==> config.mk <==
export PLATFORM = sky130hd
export DESIGN_NAME = oag_resolver
export DESIGN_NICKNAME = d
export VERILOG_FILES = /design/src/rtl/oag_pkg.sv /design/src/rtl/oag_bank_map.sv /design/src/rtl/oag_space_mux.sv /design/src/rtl/oag_fetch_chk.sv /design/src/rtl/oag_resolver.sv
export SDC_FILE = /design/constraint.sdc
export NUM_CORES = 1
export LEC_CHECK = 0
export ABC_AREA = 1
export CORE_MARGIN = 2
export CORE_UTILIZATION = 40
export DETAILED_ROUTE_END_ITERATION = 12
export PLACE_DENSITY = 0.78
export SLEW_MARGIN = 20
export SYNTH_ARGS = -nofsm -noshare
export SYNTH_HDL_FRONTEND = slang
export SYNTH_HIERARCHICAL = 1
export SYNTH_SLANG_ARGS = --single-unit
==> constraint.sdc <==
create_clock -name clk_i -period 0.8 [get_ports clk_i]
set_clock_uncertainty 0.2 [all_clocks]
set_input_delay 0.12 -clock clk_i [delete_from_list [all_inputs] [get_ports clk_i]]
set_output_delay 0.12 -clock clk_i [all_outputs]
set_load 0.03 [all_outputs]
==> src/rtl/oag_pkg.sv <==
package oag_pkg;
    localparam int ADDR_W = 16;
    localparam int DATA_W = 8;

    typedef enum logic [2:0] {
        M_IMM8  = 3'd0,
        M_IMM16 = 3'd1,
        M_REG   = 3'd2,
        M_DIR   = 3'd3,
        M_IND   = 3'd4,
        M_XIND8 = 3'd5,
        M_XDPTR = 3'd6,
        M_CODE  = 3'd7
    } mode_e;

    typedef enum logic [2:0] {
        SP_IMM   = 3'd0,
        SP_IRAM  = 3'd1,
        SP_SFR   = 3'd2,
        SP_XDATA = 3'd3,
        SP_CODE  = 3'd4
    } space_e;

    typedef enum logic {
        ST_IDLE = 1'b0,
        ST_OUT  = 1'b1
    } state_e;
endpackage

==> src/rtl/oag_bank_map.sv <==
module oag_bank_map #(
    parameter int BANK_W = 2,
    parameter int REG_W  = 3
) (
    input  logic [BANK_W-1:0]       bank_i,
    input  logic [REG_W-1:0]        reg_i,
    output logic [BANK_W+REG_W-1:0] addr_o
);
    // bank * 2**REG_W + register number
    assign addr_o = {bank_i, reg_i};
endmodule

==> src/rtl/oag_space_mux.sv <==
module oag_space_mux
    import oag_pkg::*;
#(
    parameter int BANK_W = 2
) (
    input  mode_e               mode_i,
    input  logic [DATA_W-1:0]   opnd_i,
    input  logic [DATA_W-1:0]   opnd_hi_i,
    input  logic [BANK_W+2:0]   reg_addr_i,
    input  logic [DATA_W-1:0]   r0_i,
    input  logic [DATA_W-1:0]   r1_i,
    input  logic [ADDR_W-1:0]   dptr_i,
    input  logic [DATA_W-1:0]   acc_i,
    input  logic [ADDR_W-1:0]   pc_i,
    output space_e              space_o,
    output logic [ADDR_W-1:0]   addr_o
);
    localparam int PAD_W = ADDR_W - DATA_W;
    localparam int RPAD  = ADDR_W - (BANK_W + 3);

    logic [DATA_W-1:0] ri_sel;
    logic [ADDR_W-1:0] code_base;

    assign ri_sel    = opnd_i[0] ? r1_i : r0_i;
    assign code_base = opnd_i[0] ? pc_i : dptr_i;

    always_comb begin
        space_o = SP_IMM;
        addr_o  = '0;
        unique case (mode_i)
            M_IMM8: begin
                space_o = SP_IMM;
                addr_o  = {{PAD_W{1'b0}}, opnd_i};
            end
            M_IMM16: begin
                space_o = SP_IMM;
                addr_o  = {opnd_hi_i, opnd_i};
            end
            M_REG: begin
                space_o = SP_IRAM;
                addr_o  = {{RPAD{1'b0}}, reg_addr_i};
            end
            M_DIR: begin
                space_o = opnd_i[DATA_W-1] ? SP_SFR : SP_IRAM;
                addr_o  = {{PAD_W{1'b0}}, opnd_i};
            end
            M_IND: begin
                space_o = SP_IRAM;
                addr_o  = {{PAD_W{1'b0}}, ri_sel};
            end
            M_XIND8: begin
                space_o = SP_XDATA;
                addr_o  = {{PAD_W{1'b0}}, ri_sel};
            end
            M_XDPTR: begin
                space_o = SP_XDATA;
                addr_o  = dptr_i;
            end
            M_CODE: begin
                space_o = SP_CODE;
                addr_o  = {{PAD_W{1'b0}}, acc_i} + code_base;
            end
        endcase
    end
endmodule

==> src/rtl/oag_fetch_chk.sv <==
module oag_fetch_chk
    import oag_pkg::*;
#(
    parameter int ROM_KB = 4
) (
    input  logic              int_rom_en_i,
    input  logic [ADDR_W-1:0] chk_addr_i,
    output logic              ext_o
);
    localparam longint ROM_BYTES = longint'(ROM_KB) * 1024;
    localparam longint SPACE     = longint'(1) << ADDR_W;

    generate
        if (ROM_BYTES >= SPACE) begin : g_full_rom
            assign ext_o = !int_rom_en_i;
        end else begin : g_part_rom
            localparam logic [ADDR_W-1:0] ROM_TOP = ADDR_W'(ROM_BYTES - 1);
            assign ext_o = !int_rom_en_i || (chk_addr_i > ROM_TOP);
        end
    endgenerate
endmodule

==> src/rtl/oag_resolver.sv <==
module oag_resolver
    import oag_pkg::*;
#(
    parameter int ROM_KB = 4,
    parameter int BANK_W = 2
) (
    input  logic              clk_i,
    input  logic              rst_ni,
    input  logic              req_i,
    input  logic [2:0]        mode_i,
    input  logic [7:0]        opnd_i,
    input  logic [7:0]        opnd_hi_i,
    input  logic [BANK_W-1:0] bank_i,
    input  logic [7:0]        r0_i,
    input  logic [7:0]        r1_i,
    input  logic [15:0]       dptr_i,
    input  logic [7:0]        acc_i,
    input  logic [15:0]       pc_i,
    input  logic              int_rom_en_i,
    output logic              valid_o,
    output logic [2:0]        space_o,
    output logic [15:0]       addr_o,
    output logic              ext_fetch_o
);
    state_e            state_q, state_d;
    mode_e             mode_w;
    space_e            space_w;
    logic [BANK_W+2:0] reg_addr_w;
    logic [ADDR_W-1:0] addr_w;
    logic [ADDR_W-1:0] chk_addr_w;
    logic              ext_w;

    assign mode_w = mode_e'(mode_i);

    oag_bank_map #(.BANK_W(BANK_W), .REG_W(3)) u_bank (
        .bank_i (bank_i),
        .reg_i  (opnd_i[2:0]),
        .addr_o (reg_addr_w)
    );

    oag_space_mux #(.BANK_W(BANK_W)) u_mux (
        .mode_i     (mode_w),
        .opnd_i     (opnd_i),
        .opnd_hi_i  (opnd_hi_i),
        .reg_addr_i (reg_addr_w),
        .r0_i       (r0_i),
        .r1_i       (r1_i),
        .dptr_i     (dptr_i),
        .acc_i      (acc_i),
        .pc_i       (pc_i),
        .space_o    (space_w),
        .addr_o     (addr_w)
    );

    assign chk_addr_w = (mode_w == M_CODE) ? addr_w : pc_i;

    oag_fetch_chk #(.ROM_KB(ROM_KB)) u_fetch (
        .int_rom_en_i (int_rom_en_i),
        .chk_addr_i   (chk_addr_w),
        .ext_o        (ext_w)
    );

    // next-state logic
    always_comb begin
        state_d = state_q;
        unique case (state_q)
            ST_IDLE: state_d = req_i ? ST_OUT : ST_IDLE;   // T_LOAD / T_WAIT
            ST_OUT:  state_d = req_i ? ST_OUT : ST_IDLE;   // T_RELOAD / T_DROP
        endcase
    end

    // state register
    always_ff @(posedge clk_i or negedge rst_ni) begin
        if (!rst_ni) state_q <= ST_IDLE;
        else         state_q <= state_d;
    end

    // output registers
    always_ff @(posedge clk_i or negedge rst_ni) begin
        if (!rst_ni) begin
            space_o     <= '0;
            addr_o      <= '0;
            ext_fetch_o <= 1'b0;
        end else if (req_i) begin
            space_o     <= space_w;
            addr_o      <= addr_w;
            ext_fetch_o <= ext_w;
        end
    end

    assign valid_o = (state_q == ST_OUT);
endmodule

==> results.sh <==
export IMPL_insertion_delay_ps=260
export IMPL_synth_warnings=6
export IMPL_finalWorstSetupSlack_ps=-1630
export IMPL_cp_common_cell="nand2_2"
export IMPL_slowest_delay_ps=410
export IMPL_path_class="in -> reg"
export IMPL_syn_area_um2=2350
export IMPL_dpl_hpwl_mm=6.74
export IMPL_grt_total_usage_pct=33.3
export IMPL_path_max_fanout=5
export IMPL_die_area_um2=6490
export IMPL_slew_viol_final=0
export IMPL_clkSinkCount=21
export IMPL_htree_num_levels=1
export IMPL_setup_violations=41
export IMPL_post_route_cell_area_um2=4810
export IMPL_cts_hold_repair_buffers=0
export IMPL_grt_setup_unrepaired="true"
export IMPL_tightest_slew_ps=453
export IMPL_cp_num_buf_inv=2
export IMPL_crit_chain="buf_8, buf_8, nand2_2, nand2_2, ha_4, fa_2, nand2_2, nand2_2, and2_4, nand2_4, nand2_4, nand2_2, nand3_2, nand3_2, nand3_2, nand4_1, nand2_1, nor2_1, nand3_1, nand2_1, o21ai_1"
export IMPL_num_vias=3939
export IMPL_cap_violations=0
export IMPL_finalCritPeriodShare_pct=304
export IMPL_hold_class="in -> async"
export IMPL_synthCells=392
export IMPL_initial_utilization_pct=42.1
export IMPL_grt_overflow_total=0
export IMPL_final_antenna_net_count=0
export IMPL_io_buffers=101
export IMPL_cp_start_kind="input pin"
export IMPL_hold_viol=0
export IMPL_multi_input_area_um2=2070
export IMPL_pin_count=102
export IMPL_die_height_um=80.6
export IMPL_clk_pin_slew_ps=80
export IMPL_violations="negative setup slack"
export IMPL_place_area_um2=3800
export IMPL_fill_cells=273
export IMPL_grt_pass1_wl_mm=16.7
export IMPL_leakagePower_nw=2.36
export IMPL_critPathTopFamily="simple AND/OR/NAND/NOR gates"
export IMPL_gp_congestion=0.899
export IMPL_dr_pass1_iters=8
export IMPL_cts_tree="built"
export IMPL_outcome="finished with violations"
export IMPL_drtIter0Drc=599
export IMPL_row_count=27
export IMPL_final_nets=658
export IMPL_critPathSlowestCell="fa_2"
export IMPL_wl_per_cell_um=22.5
export IMPL_cp_arrival_ps=2380
export IMPL_viasPerCell=6.15
export IMPL_syn_to_final_growth_pct=105
export IMPL_fmax_ghz=0.412
export IMPL_power_density_nw_per_um2=1140
export IMPL_grt_max_degree=22
export IMPL_critPathRequiredTime_ps=750
export IMPL_clk_root_buffer_cell="clkbuf_8"
export IMPL_grt_pass1_vias=3641
export IMPL_period_needed_ps=2430
export IMPL_wl_mm=14.4
export IMPL_drt_drc_violations_left=0
export IMPL_die_w_um=80.6
export IMPL_cts_buffers_inserted=3
export IMPL_avgSynthCellArea_um2=5.98
export IMPL_syn_num_nets=482
export IMPL_end_kind="register"
export IMPL_ir_worst_vdd_uv=1030
export IMPL_relSlewSlack_pct=69.6
export IMPL_layout_drive_gt1_share_pct=46.4
export IMPL_clock_path_buffers=2
export IMPL_coreArea_um2=5570
export IMPL_utilization_pct=86.4
export IMPL_seqCellArea_um2=549
export IMPL_antenna_found_initial=0
## cell type report
class / count / area share, %
diodes: 1 / 0.0520
flip-flops and latches: 21 / 11.4
clock inverters: 1 / 0.104
clock buffers: 3 / 0.858
multi-input cells: 298 / 43.0
repair buffers: 194 / 38.6
well taps: 72 / 1.87
inverters: 50 / 4.11
## sequential cells by signal (all words and copies together), names as in the netlist
signal       flops
addr_o          16
ext_fetch_o      1
space_o          3
valid_o          1
## where the power goes
part	internal [mW]	total (mW)	leakage (nW)	switching, mW
Sequential	1.19	1.31	0.241	0.112
Clock	0.347	0.705	0.0255	0.358
Combinational	1.63	3.45	2.09	1.83
Total	3.17	5.47	2.36	2.30
## per-stage QoR
step | setup TNS, ps | total power, mW | hold WS, ps | worst slack, ps | std cells
finish | -28650 | 5.47 | 11.9 | -1630 | 640
global placement | -34490 | 3.43 | 280 | -2060 | 604
CTS | -24750 | 4.73 | 17.5 | -1290 | 632
detailed placement | -36190 | 3.48 | 289 | -2140 | 604
global route | -30560 | 5.62 | 27.7 | -1750 | 639
floorplan | -20770 | 2.38 | -376 | -1640 | 392
## path summary, 6_finish.rpt
check | startpoint | endpoint | slack (ps) | cells after the start
setup reg to reg | addr_o[0] | addr_o[0] | -560 | 3
max in group asynchronous | rst_ni | addr_o[12] | 230 | 2
setup / recovery | opnd_i[0] | ext_fetch_o | -1630 | 21
min in group clk_i | req_i | space_o[0] | 230 | 3
hold / removal | rst_ni | addr_o[5] | 10 | 2
hold reg to reg | ext_fetch_o | ext_fetch_o | 350 | 2
## routing by layer
metal	global-route usage [%]	routed length (um)	share of wire [%]	vias up
met5	0	0	0	-
met4	17.8	1290	9.0	0
met3	7.64	1960	14	161
met2	60.0	6340	44	422
met1	35.7	4790	33	1756
li1	-	-	-	1600
## worst register-to-register path: cells and delay by family, from the launching register on
kind,cells,cell delay [ps]
buffers and inverters,2,190
DFF,1,450
AOI/OAI and AO/OA,1,370
## cell usage in the layout, fill, tap and decap left out, types with 18 or more instances in the layout
cell,count
nand2_1,111
buf_6,34
nand3_2,23
nand2_4,18
nand2_2,28
dfrtp_2,19
buf_4,75
clkdlybuf4s50_1,54
inv_1,41
## timing repair
item	CTS	global route
buffers inserted	22	10
pin swaps	63	51
gates cloned	3	0
setup endpoints to repair	42	41
gates resized for setup	152	74
No activity file was read; power rests on OpenSTA's default activity.
